--- src/rtl/perf_evt_pkg.sv ---
package perf_evt_pkg;
   // field positions of the event-select word
   localparam int SB_USR  = 16;
   localparam int SB_KRN  = 17;
   localparam int SB_EDGE = 18;
   localparam int SB_INT  = 20;
   localparam int SB_EN   = 22;
   localparam int SB_INV  = 23;
   localparam int SB_THR  = 24;
   localparam int THR_W   = 8;

   typedef struct packed {
      logic             en;
      logic             usr;
      logic             krn;
      logic             edge_md;
      logic             inv;
      logic             irq_en;
      logic [THR_W-1:0] thr;
   } sel_ctl_t;

   function automatic sel_ctl_t unpack_sel(input logic [31:0] w);
      sel_ctl_t c;
      c.en      = w[SB_EN];
      c.usr     = w[SB_USR];
      c.krn     = w[SB_KRN];
      c.edge_md = w[SB_EDGE];
      c.inv     = w[SB_INV];
      c.irq_en  = w[SB_INT];
      c.thr     = w[SB_THR +: THR_W];
      return c;
   endfunction
endpackage

--- src/rtl/perf_evt_selreg.sv ---
module perf_evt_selreg
   import perf_evt_pkg::*;
(
   input  logic        clk,
   input  logic        rst_n,
   input  logic        wr,
   input  logic [31:0] wdata,
   output logic [31:0] word_q,
   output sel_ctl_t    ctl
);
   always_ff @(posedge clk or negedge rst_n) begin
      if (!rst_n)  word_q <= '0;
      else if (wr) word_q <= wdata;
   end

   assign ctl = unpack_sel(word_q);
endmodule

--- src/rtl/perf_evt_qual.sv ---
module perf_evt_qual
   import perf_evt_pkg::*;
#(
   parameter int EVC_W = 4
) (
   input  logic             clk,
   input  logic             rst_n,
   input  sel_ctl_t         ctl,
   input  logic             ev_match,
   input  logic [EVC_W-1:0] ev_count,
   input  logic             priv_user,
   input  logic             glb_en,
   output logic [EVC_W-1:0] inc
);
   localparam int CMP_W = (EVC_W > THR_W) ? EVC_W : THR_W;

   logic             priv_ok, qual, thr_on, thr_hit, thr_q, prev_q;
   logic [CMP_W-1:0] cnt_x, thr_x;

   generate
      if (EVC_W >= THR_W) begin : g_wide_evc
         assign cnt_x = ev_count;
         assign thr_x = CMP_W'(ctl.thr);
      end else begin : g_narrow_evc
         assign cnt_x = CMP_W'(ev_count);
         assign thr_x = ctl.thr;
      end
   endgenerate

   assign priv_ok = priv_user ? ctl.usr : ctl.krn;
   assign qual    = ctl.en & glb_en & ev_match & priv_ok;
   assign thr_on  = (ctl.thr != '0);
   assign thr_hit = ctl.inv ? (cnt_x < thr_x) : (cnt_x >= thr_x);
   assign thr_q   = qual & thr_on & thr_hit;

   always_ff @(posedge clk or negedge rst_n) begin
      if (!rst_n) prev_q <= 1'b0;
      else        prev_q <= thr_q;
   end

   always_comb begin
      if (!thr_on)          inc = qual ? ev_count : '0;
      else if (ctl.edge_md) inc = EVC_W'(thr_q & ~prev_q);
      else                  inc = EVC_W'(thr_q);
   end


   thr_unit_chk: assert property (@(posedge clk) disable iff (!rst_n)
      (ctl.thr != '0) |-> (inc <= EVC_W'(1)));
endmodule

--- src/rtl/perf_evt_accum.sv ---
module perf_evt_accum #(
   parameter int CNT_W = 48,
   parameter int EVC_W = 4
) (
   input  logic             clk,
   input  logic             rst_n,
   input  logic             wr,
   input  logic [31:0]      wdata,
   input  logic [EVC_W-1:0] inc,
   input  logic             irq_en,
   output logic [CNT_W-1:0] count_q,
   output logic             ovf_q,
   output logic             irq_q
);
   localparam int UP_W = CNT_W - 32;

   logic [CNT_W:0] sum;
   assign sum = {1'b0, count_q} + (CNT_W+1)'(inc);

   always_ff @(posedge clk or negedge rst_n) begin
      if (!rst_n) begin
         count_q <= '0;
         ovf_q   <= 1'b0;
         irq_q   <= 1'b0;
      end else if (wr) begin
         count_q <= {{UP_W{wdata[31]}}, wdata};
         ovf_q   <= 1'b0;
         irq_q   <= 1'b0;
      end else begin
         count_q <= sum[CNT_W-1:0];
         ovf_q   <= sum[CNT_W];
         irq_q   <= sum[CNT_W] & irq_en;
      end
   end


   sext_chk: assert property (@(posedge clk) disable iff (!rst_n)
      wr |=> (count_q[CNT_W-1:32] == {UP_W{$past(wdata[31])}}));

   wrap_small_chk: assert property (@(posedge clk) disable iff (!rst_n)
      ovf_q |-> (count_q < CNT_W'(1 << EVC_W)));
endmodule

--- src/rtl/perf_evt_counter.sv ---
module perf_evt_counter
   import perf_evt_pkg::*;
#(
   parameter int CNT_W = 48,
   parameter int EVC_W = 4
) (
   input  logic             clk,
   input  logic             rst_n,
   input  logic             sel_wr,
   input  logic [31:0]      sel_wdata,
   input  logic             cnt_wr,
   input  logic [31:0]      cnt_wdata,
   input  logic             ev_match,
   input  logic [EVC_W-1:0] ev_count,
   input  logic             priv_user,
   input  logic             glb_en,
   output logic [31:0]      sel_q,
   output logic [CNT_W-1:0] count_q,
   output logic             ovf_pulse,
   output logic             irq_pulse
);
   generate
      if (CNT_W < 33)     begin : g_bad_cnt_w  $error("CNT_W must be at least 33"); end
      if (EVC_W < 1)      begin : g_bad_evc_lo $error("EVC_W must be at least 1");  end
      if (EVC_W >= CNT_W) begin : g_bad_evc_hi $error("EVC_W must be below CNT_W"); end
   endgenerate

   sel_ctl_t         ctl;
   logic [EVC_W-1:0] inc;

   perf_evt_selreg u_sel (
      .clk(clk), .rst_n(rst_n), .wr(sel_wr), .wdata(sel_wdata),
      .word_q(sel_q), .ctl(ctl));

   perf_evt_qual #(.EVC_W(EVC_W)) u_qual (
      .clk(clk), .rst_n(rst_n), .ctl(ctl), .ev_match(ev_match),
      .ev_count(ev_count), .priv_user(priv_user), .glb_en(glb_en), .inc(inc));

   perf_evt_accum #(.CNT_W(CNT_W), .EVC_W(EVC_W)) u_acc (
      .clk(clk), .rst_n(rst_n), .wr(cnt_wr), .wdata(cnt_wdata), .inc(inc),
      .irq_en(ctl.irq_en), .count_q(count_q), .ovf_q(ovf_pulse), .irq_q(irq_pulse));


   freeze_chk: assert property (@(posedge clk) disable iff (!rst_n)
      (!sel_q[SB_EN] && !cnt_wr) |=> $stable(count_q));

   irq_needs_ovf_chk: assert property (@(posedge clk) disable iff (!rst_n)
      irq_pulse |-> ovf_pulse);
endmodule

--- config.mk ---
export PLATFORM = sky130hd
export DESIGN_NAME = perf_evt_counter
export DESIGN_NICKNAME = d
export VERILOG_FILES = /design/src/rtl/perf_evt_pkg.sv /design/src/rtl/perf_evt_selreg.sv /design/src/rtl/perf_evt_qual.sv /design/src/rtl/perf_evt_accum.sv /design/src/rtl/perf_evt_counter.sv
export SDC_FILE = /design/constraint.sdc
export NUM_CORES = 1
export LEC_CHECK = 0
export BUFFER_PORTS_ARGS = -buffer_cell sky130_fd_sc_hd__buf_2
export CAP_MARGIN = 40
export CORE_AREA = 2 2 102 104
export CTS_BUF_LIST = sky130_fd_sc_hd__clkbuf_4 sky130_fd_sc_hd__clkbuf_8 sky130_fd_sc_hd__clkbuf_16
export CTS_CLUSTER_DIAMETER = 100
export DETAILED_ROUTE_END_ITERATION = 10
export DIE_AREA = 0 0 104 106
export PLACE_DENSITY_LB_ADDON = 0.15
export SYNTH_ARGS = -nofsm -noshare
export SYNTH_HDL_FRONTEND = slang
export SYNTH_SLANG_ARGS = --single-unit
--- constraint.sdc ---
create_clock -name clk -period 3.28 [get_ports clk]
set_clock_uncertainty 0.05 [all_clocks]
set_input_delay 0.328 -clock clk [delete_from_list [all_inputs] [get_ports clk]]
set_output_delay 0.328 -clock clk [all_outputs]
set_load 0.005 [all_outputs]
# Word level (Yosys, flattened, before mapping)
# Cells that the tools add are included.
classes:
  magnitude_cmp: 2
  bitwise: 8
  addsub: 1
  n_mux: 8
  reduce_logical: 1
ops:
  columns: ["operator", "count"]
  rows:
  - ["48-bit by 4-bit adder with 49-bit output", 1]
  - ["48-bit two-way mux", 1]
  - ["4-bit two-way mux", 3]
  - ["4-bit by 8-bit >= comparator with 1-bit output", 1]
  - ["4-bit by 8-bit < comparator with 1-bit output", 1]
  - ["8-bit nonzero test", 1]
  - ["1-bit AND", 6]
  - ["1-bit by 4-bit AND with 4-bit output", 1]
  - ["1-bit two-way mux", 4]
  - ["1-bit inverter with 4-bit output", 1]
word_totals:
  word_cells: 25
  out_inout_bits: 82
  regBits: 83

# Longest topological paths before layout
depth:
  ltp_word: 11
  depth_mapped: 16
  depth_no_buf: 15

# By module
# A second synthesis with hierarchy kept.
unflattened:
  hier_cells: 440
  hier_area_um2: 4659.5
by_module_without_submodules:
  columns: ["mod", "area_each_um2", "cells_each", "n_inst"]
  rows:
  - ["perf_evt_accum", 2964.1, 329, 1]
  - ["perf_evt_selreg", 1450.1, 82, 1]
  - ["perf_evt_qual", 245.2, 29, 1]

# Worst setup path after synthesis
# OpenSTA, ideal clock, no wires.
synth_path:
  path_type: "register to register"
  startpoint: "register u_sel.word_q[27]"
  endpoint: "register u_acc.irq_q"
  path_stages_with_launch: 15
  t_arrival_ps: 3034
  n_path_buf: 1
  required_ps: 3134
  path_slack_ps: 101
  path_cell_list: "dfrtp_1 > inv_1 > ha_1 > a21o_1 > o31ai_1 > a22oi_1 > o21ai_0 > ha_1 > inv_1 > fa_1 > nor2b_1 > o31ai_1 > clkbuf_1 > or3_4 > nor4_2"
synth_between:
  elab_chain_len: 9
  word_cells_on_any_way: 12
synth_lines:
  columns: ["element", "line", "rtl"]
  rows:
  - ["from (decl)", "perf_evt_selreg.sv:8", "output logic [31:0] word_q,"]
  - ["from (signal assigned)", "perf_evt_selreg.sv:13", "else if (wr) word_q <= wdata;"]
  - ["4-bit by 8-bit >= comparator with 1-bit output, or another cell as far along", "perf_evt_qual.sv:33", "assign thr_hit = ctl.inv ? (cnt_x < thr_x) : (cnt_x >= thr_x);"]
  - ["1-bit two-way mux or 1-bit AND (tied branches)", "perf_evt_qual.sv:33, perf_evt_qual.sv:34", null]
  - ["1-bit AND", "perf_evt_qual.sv:34", "assign thr_q = qual & thr_on & thr_hit;"]
  - ["1-bit by 4-bit AND with 4-bit output", "perf_evt_qual.sv:43", "else if (ctl.edge_md) inc = EVC_W'(thr_q & ~prev_q);"]
  - ["4-bit two-way mux", "perf_evt_qual.sv:43", null]
  - ["4-bit two-way mux (*)", "perf_evt_qual.sv:42", "if (!thr_on) inc = qual ? ev_count : '0;"]
  - ["48-bit by 4-bit adder with 49-bit output (*)", "perf_evt_accum.sv:18", "assign sum = {1'b0, count_q} + (CNT_W+1)'(inc);"]
  - ["1-bit AND (*)", "perf_evt_accum.sv:32", "irq_q <= sum[CNT_W] & irq_en;"]
  - ["1-bit two-way mux (*)", "perf_evt_accum.sv:25", "end else if (wr) begin"]
  - ["to (signal assigned)", "perf_evt_accum.sv:32", null]
  - ["to (decl)", "perf_evt_accum.sv:13", "output logic irq_q"]
# Every way passes the cells marked *; elsewhere a longest branch is shown, timed or not.
# A chain may end at the register's enable or synchronous reset.

# Worst setup path in the final report
layout_path:
  startpoint: "register u_sel.word_q[27]"
  endpoint: "register u_acc.count_q[24]"
layout_between:
  elab_chain_len: 8
  word_cells_on_any_way: 11
layout_lines:
  columns: ["element", "line", "rtl"]
  rows:
  - ["4-bit by 8-bit >= comparator with 1-bit output, or another cell as far along", "perf_evt_qual.sv:33", null]
  - ["1-bit two-way mux or 1-bit AND (tied branches)", "perf_evt_qual.sv:33, perf_evt_qual.sv:34", null]
  - ["1-bit AND", "perf_evt_qual.sv:34", null]
  - ["1-bit by 4-bit AND with 4-bit output", "perf_evt_qual.sv:43", null]
  - ["4-bit two-way mux", "perf_evt_qual.sv:43", null]
  - ["4-bit two-way mux (*)", "perf_evt_qual.sv:42", null]
  - ["48-bit by 4-bit adder with 49-bit output (*)", "perf_evt_accum.sv:18", null]
  - ["48-bit two-way mux (*)", "perf_evt_accum.sv:25", null]
  - ["to (signal assigned)", "perf_evt_accum.sv:26", "count_q <= {{UP_W{wdata[31]}}, wdata};"]
  - ["to (signal assigned)", "perf_evt_accum.sv:30", "count_q <= sum[CNT_W-1:0];"]
  - ["to (decl)", "perf_evt_accum.sv:11", "output logic [CNT_W-1:0] count_q,"]
# Marked as above.

==> impl_metrics.toml <==
[outcome]
status = "complete, no violations"

[synthesis]
syn_inst = 432
syn_nets = 516
synthFlopType = "dfrtp_1"
synth-compound-area-share = 0.107
synthDistinctLibCells = 47
synth-adder-area-share = 0.0275
ys_ff_latch = 83
ys_warn_count = 0
synth-xor-area-share = 0.0602
synth_mux_area_frac = 0.0823
yosysSeqAreaShare = 0.476
synth_enable_flop_cells = 0
synth_top_family_by_area = "simple AND/OR/NAND/NOR gates"
avgSynthCellArea_um2 = 10.1
netlist_area_um2 = 4360
synthSimpleGateAreaFrac = 0.217
synth-async-reset-ratio = 1.00

[clocking]
clock_path_buffers = 2
cts_num_sinks = 83
cts_buffers = 9
cts_max_level = 3
cts_tree = "done"
clk-insertion-delay-late_ns = 0.37
cts_root_buf = "clkbuf_8"
path_clk_slew_ns = 0.09

[drt]
met1Wirelength_um = 5240
dr.pass1.iters = 4
routed_wl_um = 11700
viasPerCell = 5.36
vias = 3988
wl_per_cell_um = 15.7
wl_met3_um = 882
drt_iter0_markers = 178
top_layer_used = "met4"
wl_met2_um = 5410
drtAntennaViolNets = 0
drc = 0

[global_route]
grt.total_usage = 0.213
grt_max_degree = 63
grt_pass1_wl_um = 18900
antenna_found_initial = 0
grt-ovfl-total = 0
grt_pass1_vias = 3893

[timing]
drv_slew = 0
rsz0062_at_grt = "yes"
period_share = 0.988
fmax_mhz = 308
final_hold_viol_count = 0
fin_crit_ns = 3.24
setup_viol = 0
tns_ns = 0
tightest_slew_ns = 0.726
max_slew_margin = 0.516

[floorplanning]
die_y_um = 106
initial_core_util = 0.436
pin_count = 157
dieArea_um2 = 11000
core-area_um2 = 10000
die_x_um = 104
num_rows = 37

[cells_and_area]
final_core_util = 0.575
layout-drive-gt1-share = 0.416
fin_nets = 687
areaGrowthSynthToFinish_pct = 31.7
multiInputGateArea_um2 = 2260
n_fill_cell = 913
most-common-layout-cells = "155 x buf_2, 83 x dfrtp_1, 55 x nand2_1"
final_common_cell = "buf_2"
ff_latch_area_um2 = 2080
diodes = 0
fin_cells = 744

[place]
dp_hpwl_um = 8410
placed_cells = 722
gp_congestion = 0.830
port_buffers = 156

[job]
maxCapViolCount = 0

[critical_path]
endpoint_kind = "register"
start_kind = "register"
worstPathCellList = "inv_2, ha_4, a21o_1, o31ai_2, a22oi_1, o21ai_1, ha_2, inv_2, fa_2, nor2b_4, o31a_1, nand4_1, o21a_1, o31a_1"
cp_data_arrival_time_ns = 3.45
critPathMaxStageDelay_ns = 0.40
slowest_stage = "dfrtp_1"
path_max_fanout = 4
worstSetupPathType = "reg -> reg"
required_ns = 3.49

[min_path]
hp-class = "in -> reg"

[power]
power_density_nw_per_um2 = 419
p_leak_uw = 0.00251
vdd_drop_max_uv = 232
synth_stat cells, types with 8 or more instances:
cell type	count	area, µm²
mux2_2	31	349
nand2_1	55	206
inv_1	12	45.0
o21ai_0	34	170
xnor2_1	22	193
ha_1	8	100
a31oi_1	8	50.1
nor3_1	14	70.1
nand4_1	12	75.1
nand3_1	16	80.1
nor4_1	11	68.8
clkbuf_1	17	63.8
o31ai_1	8	60.1
dfrtp_1	83	2080
a21oi_1	8	40.0
nor2_1	14	52.6
xor2_1	8	70.1
kinds of logic (layout without fill, tap and decap cells):
| group | after synthesis | in the layout |
|---|---|---|
| AND/OR/NAND/NOR | 170 | 170 |
| multiplexers | 32 | 32 |
| flip-flops | 83 | 83 |
| adder cells (fa/ha/maj) | 9 | 9 |
| AO/OA/AOI/OAI | 76 | 76 |
| XOR/XNOR | 30 | 30 |
| buffers and inverters | 32 | 208 |
per-stage QoR:
step | total power [µW] | area (µm²) | hold WS, ns | setup slack (ns)
after global placement | 1630 | 5360 | 0.435 | -0.130
after floorplan | 1420 | 4360 | -0.0176 | 0.101
after detailed placement | 1650 | 5390 | 0.306 | -0.317
final | 2410 | 5750 | 0.113 | 0.0384
after CTS | 2420 | 5640 | 0.105 | 0.0116
after global routing | 2530 | 5750 | 0.112 | -0.111
metal layers:
layer,GRT usage,vias up
li1,-,1918
met1,0.278,1906
met2,0.340,150
met3,0.0558,14
met4,0.0801,0
met5,0,-
final cells by class:
type                            count  share of cell area
Multi-Input combinational cell    317               0.394
Clock buffer                        9              0.0215
Tap cell                          136              0.0296
Inverter                           12             0.00784
Clock inverter                      7              0.0137
Sequential cell                    83               0.361
Timing Repair Buffer              180               0.172
final timing paths:
path / depth (start not counted) / from / to / slack, ns
max in group asynchronous: 3 / rst_n / u_sel.word_q[8]$_DFFE_PN0P_ / 2.11
min in group asynchronous: 2 / rst_n / u_acc.count_q[10]$_DFF_PN0_ / 0.44
max: 14 / u_sel.word_q[27]$_DFFE_PN0P_ / u_acc.count_q[24]$_DFF_PN0_ / 0.04
min reg2reg: 1 / u_sel.word_q[14]$_DFFE_PN0P_ / u_sel.word_q[14]$_DFFE_PN0P_ / 0.46
max reg2reg: 14 / u_sel.word_q[27]$_DFFE_PN0P_ / u_acc.count_q[24]$_DFF_PN0_ / 0.04
min: 3 / cnt_wdata[10] / u_acc.count_q[10]$_DFF_PN0_ / 0.11
flip-flops by register name, indices dropped and copies added, names as in the netlist:
name,flops
u_qual.prev_q,1
u_acc.ovf_q,1
u_acc.irq_q,1
u_acc.count_q,48
u_sel.word_q,32
what timing repair did:
| action | CTS | global route |
|---|---|---|
| pin swaps | 0 | 3 |
| gates resized for setup | 7 | 15 |
| endpoints found under the setup margin | 22 | 23 |
| hold buffers | 1 | 0 |
| hold endpoints to repair | 39 | 0 |
| setup buffers | 1 | 4 |
| gates cloned | 0 | 0 |
where the power goes:
part | switching, µW | total, µW | internal [µW] | leakage (µW)
clock | 410 | 765 | 355 | 0.0000916
sequential | 108 | 1220 | 1120 | 0.000981
combinational | 195 | 421 | 225 | 0.00143
critical path: cells and delay by family (launching register included):
| family | cells | cell delay (ns) |
|---|---|---|
| AOI/OAI and AO/OA | 7 | 1.40 |
| and+or+nand+nor | 2 | 0.38 |
| DFF | 1 | 0.40 |
| adders and majority gates | 3 | 0.78 |
| buffers and inverters | 2 | 0.13 |
No activity file was read; power rests on OpenSTA's default activity.
